$ cat src/rtl/pwrrst_pkg.sv
// Package: shared types and constants for the power and reset controller.
// Assumes: one bundle bit per asynchronous pin; all bundle bits reset to 0.
package pwrrst_pkg;

    // Asynchronous pins gathered so that one synchroniser handles them all
    typedef struct packed {
        logic core_good;
        logic io_good;
        logic wl_ext;
        logic bt_ext;
        logic wl_off;
        logic bt_off;
    } pin_bundle_t;

    // Core reset domains, one reset chain each
    localparam int unsigned NUM_DOM = 3;
    localparam int unsigned DOM_WL  = 0;
    localparam int unsigned DOM_BT  = 1;
    localparam int unsigned DOM_FM  = 2;

endpackage

$ cat src/rtl/pwrrst_sync.sv
// Module: multi-bit flop-chain synchroniser for independent asynchronous pins.
// Assumes: each bit is a level that is stable for several clocks, so bits
// need not stay coherent with each other. Synchronous active-low reset loads RST_VAL.
module pwrrst_sync #(
    parameter int unsigned     W       = 1,
    parameter int unsigned     STAGES  = 2,
    parameter logic [W-1:0]    RST_VAL = '0
) (
    input  logic         clk_i,
    input  logic         rst_ni,
    input  logic [W-1:0] d_i,
    output logic [W-1:0] q_o
);

    for (genvar s = 0; s < STAGES; s++) begin : g_stage
        logic [W-1:0] q;
        logic [W-1:0] d;
        if (s == 0) begin : g_in
            assign d = d_i;
        end else begin : g_link
            assign d = g_stage[s-1].q;
        end
        // One register stage of the chain
        always_ff @(posedge clk_i) begin
            if (!rst_ni) q <= RST_VAL;
            else         q <= d;
        end
    end

    assign q_o = g_stage[STAGES-1].q;

endmodule

$ cat src/rtl/pwrrst_por.sv
// Module: power-on hold timer. It counts POR_CYCLES clocks of good supply
// and then raises done_o. Any clock with good_i low clears the count and done_o.
// Assumes: good_i is already synchronised; POR_CYCLES >= 2.
module pwrrst_por #(
    parameter int unsigned POR_CYCLES = 3605
) (
    input  logic clk_i,
    input  logic rst_ni,
    input  logic good_i,
    output logic done_o
);

    localparam int unsigned CNT_W = (POR_CYCLES > 2) ? $clog2(POR_CYCLES) : 1;
    localparam logic [CNT_W-1:0] LAST = CNT_W'(POR_CYCLES - 1);

    logic [CNT_W-1:0] cnt_q;
    logic             done_q;

    // Count good-supply clocks; restart on any supply loss
    always_ff @(posedge clk_i) begin
        if (!rst_ni || !good_i) begin
            cnt_q  <= '0;
            done_q <= 1'b0;
        end else if (!done_q) begin
            if (cnt_q == LAST) done_q <= 1'b1;
            else               cnt_q  <= cnt_q + 1'b1;
        end
    end

    assign done_o = done_q;

    AST_POR_NO_OVERFLOW: assert property (@(posedge clk_i) disable iff (!rst_ni)
        cnt_q <= LAST);
    AST_POR_DONE_NEEDS_GOOD: assert property (@(posedge clk_i) disable iff (!rst_ni)
        $rose(done_q) |-> $past(good_i));
    AST_POR_DONE_HOLDS: assert property (@(posedge clk_i) disable iff (!rst_ni)
        (done_q && good_i) |=> done_q);
    AST_POR_RESTART: assert property (@(posedge clk_i) disable iff (!rst_ni)
        !good_i |=> !done_q);

endmodule

$ cat src/rtl/pwrrst_core_rst.sv
// Module: reset chain for one core. A high clr_i drives rst_no low at once,
// without waiting for a clock. Release needs STAGES clock edges with clr_i low.
// Assumes: clr_i comes from registered logic, so it has no glitches. This module
// uses an asynchronous clear by intent; it is the only one that does.
module pwrrst_core_rst #(
    parameter int unsigned STAGES = 2
) (
    input  logic clk_i,
    input  logic clr_i,
    output logic rst_no
);

    for (genvar s = 0; s < STAGES; s++) begin : g_stage
        logic q;
        logic d;
        if (s == 0) begin : g_in
            assign d = 1'b1;
        end else begin : g_link
            assign d = g_stage[s-1].q;
        end
        // Release stage: cleared at once, set one clock after the previous stage
        always_ff @(posedge clk_i or posedge clr_i) begin
            if (clr_i) q <= 1'b0;
            else       q <= d;
        end
    end

    assign rst_no = g_stage[STAGES-1].q;

endmodule

$ cat src/rtl/pwrrst_ctrl.sv
// Module: top of the power and reset controller. It synchronises the pins,
// forms the regulator enable, times the power-on hold, and drives three core
// reset chains. The FM chain takes the Bluetooth request.
// Assumes: clk runs free whenever this logic is powered; rst_n is synchronous.
module pwrrst_ctrl
    import pwrrst_pkg::*;
#(
    parameter int unsigned POR_CYCLES  = 3605,
    parameter int unsigned SYNC_STAGES = 2,
    parameter int unsigned RST_STAGES  = 2
) (
    input  logic clk,
    input  logic rst_n,
    input  logic wl_off_n,
    input  logic bt_off_n,
    input  logic wl_ext_rst_n,
    input  logic bt_ext_rst_n,
    input  logic core_pwr_good,
    input  logic io_pwr_good,
    output logic reg_en,
    output logic wl_core_rst_n,
    output logic bt_core_rst_n,
    output logic fm_core_rst_n
);

    localparam int unsigned PIN_W = $bits(pin_bundle_t);

    pin_bundle_t raw_pins;
    pin_bundle_t sync_pins;
    logic        both_good;
    logic        por_done;
    logic        reg_en_q;
    logic        wl_req;
    logic        bt_req;
    logic [NUM_DOM-1:0] req_vec;
    logic [NUM_DOM-1:0] rst_vec;

    // Gather the asynchronous pins into one bundle
    always_comb begin
        raw_pins.core_good = core_pwr_good;
        raw_pins.io_good   = io_pwr_good;
        raw_pins.wl_ext    = wl_ext_rst_n;
        raw_pins.bt_ext    = bt_ext_rst_n;
        raw_pins.wl_off    = wl_off_n;
        raw_pins.bt_off    = bt_off_n;
    end

    pwrrst_sync #(
        .W       (PIN_W),
        .STAGES  (SYNC_STAGES),
        .RST_VAL ('0)
    ) i_sync (
        .clk_i  (clk),
        .rst_ni (rst_n),
        .d_i    (raw_pins),
        .q_o    (sync_pins)
    );

    assign both_good = sync_pins.core_good & sync_pins.io_good;

    pwrrst_por #(
        .POR_CYCLES (POR_CYCLES)
    ) i_por (
        .clk_i  (clk),
        .rst_ni (rst_n),
        .good_i (both_good),
        .done_o (por_done)
    );

    // Regulators stay on while either side still wants power
    always_ff @(posedge clk) begin
        if (!rst_n) reg_en_q <= 1'b0;
        else        reg_en_q <= sync_pins.wl_off | sync_pins.bt_off;
    end

    // Per-core reset requests
    always_comb begin
        wl_req = ~por_done | ~reg_en_q | ~sync_pins.wl_ext;
        bt_req = ~por_done | ~reg_en_q | ~sync_pins.bt_ext;
        req_vec          = '0;
        req_vec[DOM_WL]  = wl_req;
        req_vec[DOM_BT]  = bt_req;
        req_vec[DOM_FM]  = bt_req;
    end

    for (genvar d = 0; d < NUM_DOM; d++) begin : g_dom
        pwrrst_core_rst #(
            .STAGES (RST_STAGES)
        ) i_rst (
            .clk_i  (clk),
            .clr_i  (req_vec[d]),
            .rst_no (rst_vec[d])
        );
    end

    assign reg_en        = reg_en_q;
    assign wl_core_rst_n = rst_vec[DOM_WL];
    assign bt_core_rst_n = rst_vec[DOM_BT];
    assign fm_core_rst_n = rst_vec[DOM_FM];

    AST_REG_EN_NEEDS_PIN: assert property (@(posedge clk) disable iff (!rst_n)
        reg_en |-> $past(wl_off_n | bt_off_n, SYNC_STAGES + 1));
    AST_OFF_FORCES_RESET: assert property (@(posedge clk) disable iff (!rst_n)
        !reg_en |-> (!wl_core_rst_n && !bt_core_rst_n && !fm_core_rst_n));
    AST_WL_EXT_HOLDS: assert property (@(posedge clk) disable iff (!rst_n)
        !sync_pins.wl_ext |-> !wl_core_rst_n);
    AST_WL_SYNC_RELEASE: assert property (@(posedge clk) disable iff (!rst_n)
        $rose(wl_core_rst_n) |-> !$past(wl_req));
    AST_BT_EXT_HOLDS: assert property (@(posedge clk) disable iff (!rst_n)
        !sync_pins.bt_ext |-> (!bt_core_rst_n && !fm_core_rst_n));
    AST_POR_HOLDS_CORES: assert property (@(posedge clk) disable iff (!rst_n)
        !por_done |-> (!wl_core_rst_n && !bt_core_rst_n));
    AST_FM_MATCHES_BT: assert property (@(posedge clk) disable iff (!rst_n)
        fm_core_rst_n == bt_core_rst_n);

endmodule

$ cat config.mk
export PLATFORM = sky130hd
export DESIGN_NAME = pwrrst_ctrl
export DESIGN_NICKNAME = d
export VERILOG_FILES = /design/src/rtl/pwrrst_pkg.sv /design/src/rtl/pwrrst_sync.sv /design/src/rtl/pwrrst_por.sv /design/src/rtl/pwrrst_core_rst.sv /design/src/rtl/pwrrst_ctrl.sv
export SDC_FILE = /design/constraint.sdc
export NUM_CORES = 1
export LEC_CHECK = 0
export ABC_AREA = 1
export BUFFER_PORTS_ARGS = -buffer_cell sky130_fd_sc_hd__buf_2
export CAP_MARGIN = 15
export CORE_MARGIN = 5
export CORE_UTILIZATION = 35
export CTS_CLUSTER_SIZE = 8
export DETAILED_ROUTE_END_ITERATION = 10
export GPL_TIMING_DRIVEN = 0
export MAX_ROUTING_LAYER = met4
export PLACE_DENSITY_LB_ADDON = 0.3
export SLEW_MARGIN = 20
export SYNTH_ARGS = -nofsm -noshare
export SYNTH_HDL_FRONTEND = slang
export SYNTH_HIERARCHICAL = 1
export SYNTH_SLANG_ARGS = --single-unit
$ cat constraint.sdc
create_clock -name clk -period 1.1 [get_ports clk]
set_clock_uncertainty 0.1 [all_clocks]
set_input_delay 0.165 -clock clk [delete_from_list [all_inputs] [get_ports clk]]
set_output_delay 0.165 -clock clk [all_outputs]
set_load 0.02 [all_outputs]
# ---- Yosys cells after proc, flatten, opt, wreduce, memory -nomap -nowiden
# Index checks and enable logic that the tools add are counted.
dict set report word_totals {
  output_inout_bits 4
  input_bits 8
  wordCells 27
  ff_bits 30
}
dict set report classes {
  add_sub_neg 1
  n_eq_ne 1
  mux 2
  bitwise_logic 10
  n_reduce_logical 4
}
# cell count
set ops {}
lappend ops {{$add A12 B1 Y12 const B} 1}
lappend ops {{$eq A12 B12 Y1 const B} 1}
lappend ops {{$not A1 Y1} 5}
lappend ops {{$or A1 B1 Y1} 4}
lappend ops {{$logic_not A1 Y1} 2}
lappend ops {{$mux W1} 2}
lappend ops {{$reduce_and A2 Y1} 1}
lappend ops {{$and A1 B1 Y1} 1}
lappend ops {{$logic_or A1 B1 Y1} 1}

# ---- Logic depth before layout (Yosys ltp)
# Gate-level depths: netlist of the first run.
dict set report depth {
  depth_word 3
  depth_mapped 10
}

# ---- Cells and area by module
# The synthesis of the first run kept the hierarchy.
# mod cells_per_inst area_per_inst_um2 instances
set by_module_without_submodules {}
lappend by_module_without_submodules {pwrrst_por 129 879.6 1}
lappend by_module_without_submodules {pwrrst_sync 37 341.6 1}
lappend by_module_without_submodules {pwrrst_core_rst 4 57.6 3}
lappend by_module_without_submodules {pwrrst_ctrl 8 48.8 1}

# ---- Least setup slack after synthesis of the first run
# No wires, ideal clock.
dict set report synth_path {
  path_kind {reg2reg}
  startpoint {register i_por.cnt_q[0]}
  endpoint {register i_por.cnt_q[11]}
  n_path_buf 1
  stages_incl_launch_ff 11
  setup_time_ns 0.138
  setup_slack_ns -0.367
  t_arrival_ns 1.229
  synth_period_minus_slack_ns 1.467
  cell_sequence {dfxtp_1 > inv_1 > ha_1 > nand2_1 > nor2_2 > nand3_2 > nand2_2 > inv_2 > buf_6 > nand2_1 > a21oi_2}
}
dict set report synth_between {
  elab_chain_cells 3
  elab_cells_between_ends 4
  cone_classes {1 x add/sub; 1 x eq/ne; 1 x bitwise; 1 x reduce/logical}
}
# element line_no
set synth_rtl {}
lappend synth_rtl {{start: declaration} pwrrst_por.sv:16} ;# logic [CNT_W-1:0] cnt_q;
lappend synth_rtl {{start signal: assignment} pwrrst_por.sv:26} ;# else cnt_q <= cnt_q + 1'b1;
lappend synth_rtl {{branches (longest 3 deep; another with $add A12 B1 Y12)} n/a}
# Parallel ways; which one is timed is not known.
# A chain may end at the register's enable or synchronous reset.

# ---- Worst setup path after layout of the first run
dict set report layout_path {
  startpoint {register i_por.cnt_q[0]}
  endpoint {register i_por.cnt_q[0]}
}
# Same word-level chain as after synthesis.

==> results of run 1 <==
power by group through the flow:
stage	Sequential, mW	Clock (mW)	Combinational (mW)
after global routing	1.20	1.18	0.0907
after global placement	1.23	0	0.0609
after CTS	1.20	1.14	0.0795
after floorplan	1.24	0	0.0262
after detailed placement	1.23	0	0.0618
final	1.20	1.09	0.0799
Yosys cell counts:
cell type | number | area (sq um)
xor2_1 | 4 | 35.0
inv_2 | 2 | 7.51
nand3_2 | 1 | 10.0
dfxtp_1 | 26 | 521
dfrtp_1 | 6 | 150
xnor2_1 | 1 | 8.76
a21oi_2 | 7 | 61.3
nor2_2 | 2 | 12.5
nand3_1 | 9 | 45.0
o21ai_0 | 2 | 10.0
inv_1 | 28 | 105
ha_1 | 2 | 25.0
nor2_8 | 1 | 20.0
buf_6 | 4 | 45.0
nor3_1 | 1 | 5.00
nand2_1 | 54 | 203
nor2_1 | 19 | 71.3
nand2_2 | 3 | 18.8
a21oi_1 | 1 | 5.00
clkbuf_1 | 1 | 3.75
nand4_1 | 5 | 31.3
buf_4 | 2 | 15.0
conb_1 | 3 | 11.3
nand2_4 | 2 | 22.5
what timing repair did:
| item | in CTS | in global routing |
|---|---|---|
| pin swaps | 5 | 1 |
| setup buffers | 5 | 0 |
| hold endpoints to repair | 6 | 0 |
| gates resized for setup | 21 | 13 |
| hold buffers | 6 | 0 |
| gates cloned | 1 | 0 |
| endpoints found under the setup margin | 13 | 13 |
cell type report:
class | count | area, sq um
Clock buffer | 6 | 72.6
Fill cell | 382 | 2070
Clock inverter | 2 | 35.0
Tap cell | 50 | 62.6
Multi-Input combinational cell | 117 | 708
Buffer | 6 | 57.6
Sequential cell | 32 | 683
Timing Repair Buffer | 23 | 191
Inverter | 30 | 120
final timing paths:
kind                           startpoint                           to  slack, ns  cells past startpoint
max                        i_por/cnt_q[0]               i_por/cnt_q[0]      -0.33                     10
min                         i_sync/q_o[3]  g_dom[0].i_rst/g_stage[0].q       0.01                      2
max reg2reg                i_por/cnt_q[0]               i_por/cnt_q[0]      -0.33                     10
min reg2reg                 i_sync/q_o[3]  g_dom[0].i_rst/g_stage[0].q       0.01                      2
max in group asynchronous          reg_en  g_dom[2].i_rst/g_stage[0].q       0.67                      2
min in group clk                    rst_n                       reg_en       0.05                      3
kinds of logic after synthesis:
kind of cell               count (synthesis)  synth area share
xor gates and xnor gates                   5            0.0304
other                                      3           0.00781
AOI/OAI and AO/OA                         10            0.0529
and+or+nand+nor                           97             0.304
buffers and inverters                     37             0.122
DFF                                       32             0.465
adders and majority gates                  2            0.0173
through the flow:
stage	setup TNS, ns	area [sq um]	utilization	instances	hold WS (ns)
after floorplan	-2.88	1490	-	186	-0.00810
after global placement	-4.17	1600	0.401	247	0.0118
after detailed placement	-4.24	1600	0.401	247	0.0112
after CTS	-3.63	1890	0.473	266	0.0189
after global routing	-4.82	1930	0.483	266	0.0557
final	-3.97	1930	0.483	266	0.0138
layout by cell type, fill, tap and decap left out, types with 2 or more instances in the layout:
master,count
nand4_1,5
a21oi_2,7
nand2_2,9
conb_1,3
nand3_2,2
nor2_1,16
nand2_1,44
o21ai_1,2
dfxtp_1,18
dfrtp_1,6
buf_2,11
inv_2,2
nand3_4,2
dlygate4sd3_1,6
dfxtp_2,7
nand2_4,6
inv_1,26
xor2_1,4
nor2_2,3
nand3_1,6
clkbuf_8,5
buf_6,3
buf_4,5
buf_8,2
nor2_4,2
critical path, cell delays in order (launching register included):
cell and delay [ns]:
dfxtp_2 0.34, inv_4 0.06, ha_4 0.13, nand2_4 0.05, nor2_4 0.12, nand3_4 0.10
nand2_4 0.10, inv_6 0.05, buf_8 0.13, nor2_1 0.08, nor2_1 0.05
flip-flops by register name, summed over array words and instances (netlist names):
name	cells
g_dom.i_rst/g_stage.q	3
g_dom.i_rst/rst_no	3
i_por/cnt_q	12
i_por/done_o	1
i_sync/g_stage.q	6
i_sync/q_o	6
reg_en	1
layer usage:
metal / track usage / wire, um / up-vias / part of all wire
met4: 0.0563 / 30 / 0 / 0.011
met2: 0.181 / 1320 / 16 / 0.47
met5: - / 0 / - / 0
met3: 0.0378 / 94 / 4 / 0.034
met1: 0.152 / 1350 / 509 / 0.48
li1: - / - / 612 / -
==> metrics.txt, run 1 <==
Routed wire per std cell between 10 and 15 um; H-tree levels 2; Final Cycle Share 1.30; Max Clk Rate around 700 MHz; initial antenna violation count 0; CTS Buf Count 5; DIE AREA between 0.005 and 0.006 sq mm; Final nets approximately 230; Avg Inst Size Synth roughly 7.8 sq um; worst slack at placement -0.357 ns; Yosys Warn Count 6; clk slew on worst S/H paths ~0.06 ns; switching pwr roughly 0.47 mW; RSZ-0062 raised after global routing true; CTS tree built; Max Root-Sink Buffers 2; Sw Share 0.198; worst path arrival time ~1.5 ns; Root Buffer clkbuf_8; CORE AREA 0.00400 sq mm; DRC 0; Rows 23; Final HPWL DP roughly 1.7 mm; Yosys cell types 24; final hold vios 0; layout cells sized above 1 0.356; # setup viols final 13; Initial Utilization 0.361; global-route wire length before repair approximately 4.9 mm; Post-Synthesis Cell Area 0.00144 sq mm; Die Width 74.2 um; final critical-path required period roughly 1.4 ns; worst skew pair latency between 0.2 and 0.3 ns; crit end category flip-flop; post-layout power 2.38 mW; crit path max fanout 5; DRT Pass-1 Iters 4; Max IR drop VDD about 890 uV; MaxCap Viol Count 0; sequential share of the synthesized area 0.465; Setup Crit Path Kind flip-flop to flip-flop; pwr/cell area around 1200 mW/mm^2; num ports 12; final WL roughly 2.8 mm; smallest setup slack after layout -0.331 ns; status finished with violations; largest net degree at the start of global routing 11; static leakage slightly above 0.9 nW; Synth Instances 186; Layout area overhead 33.8%; routability cong. between 0.8 and 0.9; Starting DRT DRC Count 29; Via density 4.29; worst min path class flip-flop to async pin; Port Buf Inserts 11; Power Internal 1.91 mW; via count between 1000 and 1500; clock share of power 0.461; die height about 74 um; All-Layer GR Usage 0.122; syn_nets 196; Seq cells post-synth 32; total gr overflow 0; power share of the sequential group 0.506; Worst EP required ~1.2 ns; Pins Over Slew Limit 0; Routed Antenna Nets 0; combinational power share 0.034; failing checks setup timing; CP Launch Type flip-flop; clk sinks 32; vias in the first global route between 1000 and 1500; n_diodes 0
(Power assumes the default switching activity.)
==> run 2, diff against run 1 <==
--- a/config.mk
+++ b/config.mk
@@ -5,7 +5,7 @@
 export SDC_FILE = /design/constraint.sdc
 export NUM_CORES = 1
 export LEC_CHECK = 0
-export ABC_AREA = 1
+export ABC_AREA = 0
 export BUFFER_PORTS_ARGS = -buffer_cell sky130_fd_sc_hd__buf_2
 export CAP_MARGIN = 15
 export CORE_MARGIN = 5
==> run 2 against run 1 <==
The run still ends with setup timing left. Cell area decreased by 14%. Routed wire length decreased by 22%. Core utilization increased by 5.4 points. First-iteration DRC count increased by 34%. Highest routed layer is now met3. Total power decreased by 4.5%. Non-clock buffer count increased by 2.
==> metrics.txt, run 2 <==
Post-synth EDFFs 0; All-Layer GR Usage 0.115; Root Buffer clkbuf_4; smallest setup slack after layout -0.399 ns; Via density 4.45; Pins Over Slew Limit 0; Crit-path slowest cell dfxtp_4; Max Root-Sink Buffers 2; largest area contributor in the netlist dfxtp_1; worst min path class flip-flop to async pin; commonest non-fill, non-tap cell in the layout dfxtp_1; Avg Inst Size Synth approximately 11 sq um; crit-path cells inv_4 -> ha_4 -> and4b_1 -> buf_4 -> nand4_1 -> a21oi_1 -> a31o_2; largest net degree at the start of global routing 11; post-layout power around 2.3 mW; Port Buf Inserts 11; top-count cell post-synth dfxtp_1; Max Clk Rate about 670 MHz; Reg2Reg Setup Slack -0.40 ns; critical path's top delay family flip-flops; largest reg by FF count i_por/cnt_q; CORE AREA roughly 0.0031 sq mm; sequential share of the synthesized area 0.579; crit path launch i_por/cnt_q[0]; Final nets between 150 and 200; H-tree levels 2; failing checks setup timing; WP buf/inv 2; layout cells sized above 1 0.452; Synth Instances between 100 and 150; WP depth 7; worst slack at placement -0.413 ns; Initial Utilization 0.373; Rows 20; max FFs per register 12; DRC 0; CTS Buf Count 5; commonest cells in the netlist 26 x dfxtp_1, 11 x nor2_1, 8 x and2_2, 7 x xor2_1; Sum Neg Setup Slack -3.88 ns; Power Internal about 1.8 mW; Inst Count DP 165; Max IR drop VDD approximately 630 uV; FF-to-FF path depth 7; die height ~68 um; clk sinks 32; vias in the first global route between 800 and 900; Starting DRT DRC Count 39; Main synth FF type dfxtp_1; final critical-path required period ~1.5 ns; Yosys Warn Count 6; crit end category flip-flop; static leakage just over 0.7 nW; # setup viols final 16; global-route wire length before repair between 3 and 4 mm; non-filler instance count after layout 190; Die Width slightly below 70 um; Seq cells post-synth 32; total gr overflow 0; CTS tree built; worst skew pair latency 0.33 ns; switching pwr 0.427 mW; Sw Share 0.188; CP Launch Type flip-flop; Worst EP required roughly 1.2 ns; Routed Antenna Nets 0; crit path max fanout 2; RSZ-0062 raised after global routing true; Post-Synthesis Cell Area 0.00116 sq mm; num ports 12; clock share of power 0.436; routability cong. around 0.76; Min Hold Slack between 0.015 and 0.02 ns; Yosys cell types 29; syn_nets 120; CP peak stage delay 0.38 ns; initial antenna violation count 0; status finished with violations; R2R Path Start i_por/cnt_q[0]; synth top area cells dfxtp_1 45%, dfrtp_1 13%, xor2_1 5.3%; clk slew on worst S/H paths 0.10 ns; worst path arrival time approximately 1.6 ns; Final Cycle Share 1.36; area share of the largest cell type after synthesis 0.450; final WL between 2 and 2.5 mm; Layout area overhead 44.0%; Final HPWL DP between 1 and 1.5 mm; power share of the sequential group 0.526; commonest cells after routing, fill and taps aside 18 x dfxtp_1, 11 x nor2_1, 10 x buf_6; final hold vios 0; MaxCap Viol Count 0; ys async rst share 0.188; pwr/cell area ~1400 mW/mm^2; n_diodes 0; DIE AREA around 0.0046 sq mm; via count between 800 and 900; DRT Pass-1 Iters 4; Routed wire per std cell 11.4 um; combinational power share 0.039; Setup Crit Path Kind flip-flop to flip-flop
-- run 2: cell count changes after synthesis, sizes merged, moves of 2 or more --
cell / change
a21oi: -5
and2: +14
and4b: +2
buf: -4
inv: -24
nand2: -55
nand3: -4
nor2: -11
xor2: +3
-- run 2: kinds of logic after synthesis --
kind of cell               after synthesis  share of synthesized area
xor gates and xnor gates                 8                     0.0605
buffers and inverters                    9                     0.0367
AOI/OAI and AO/OA                        8                     0.0454
adders and majority gates                2                     0.0216
muxes                                    1                    0.00865
other                                    3                    0.00973
DFF                                     32                      0.579
and+or+nand+nor                         47                      0.238
-- run 2: power groups by stage --
stage               combinational, mW  clock, mW  sequential [mW]
detailed placement             0.0596          0             1.23
floorplan                      0.0246          0             1.24
finish                         0.0880      0.989             1.19
CTS                            0.0844       1.02             1.19
global route                   0.0972       1.07             1.20
global placement               0.0583          0             1.23
-- run 2: layout make-up --
cell class,instances,area [sq um]
Fill cell,290,1440
Sequential cell,32,693
Multi-Input combinational cell,69,533
Timing Repair Buffer,29,249
Clock buffer,7,65.1
Tap cell,44,55.1
Clock inverter,1,30.0
Inverter,6,25.0
Buffer,2,16.3
-- run 2: what timing repair did --
item,CTS,global route
hold endpoints to repair,6,0
hold buffers,6,0
setup buffers,9,3
endpoints found under the setup margin,17,17
gates resized for setup,27,6
cloned,0,0
pin swaps,18,11
-- run 2: routing by layer --
layer	track usage	vias up	part of all wire
met5	-	-	0
met4	0.0456	0	0
met3	0.0649	0	0.046
met2	0.188	14	0.50
met1	0.112	400	0.45
li1	-	432	-
-- run 2: worst paths after layout --
path / endpoint
setup / recovery: i_por/cnt_q[3]
hold / removal: g_dom[0].i_rst/g_stage[0].q
setup reg to reg: i_por/cnt_q[3]
hold reg to reg: g_dom[0].i_rst/g_stage[0].q
max in group asynchronous: g_dom[2].i_rst/g_stage[0].q
min in group clk: reg_en
-- run 2: per-stage QoR --
| stage | cell area (sq um) | utilization |
|---|---|---|
| floorplan | 1210 | - |
| global placement | 1320 | 0.425 |
| detailed placement | 1320 | 0.425 |
| CTS | 1630 | 0.526 |
| global route | 1670 | 0.537 |
| finish | 1670 | 0.537 |
-- run 2: worst min-delay path, cell delays in order (launching register included) --
cell	delay [ns]
dfxtp_1	0.32
nand3_1	0.06
inv_1	0.09
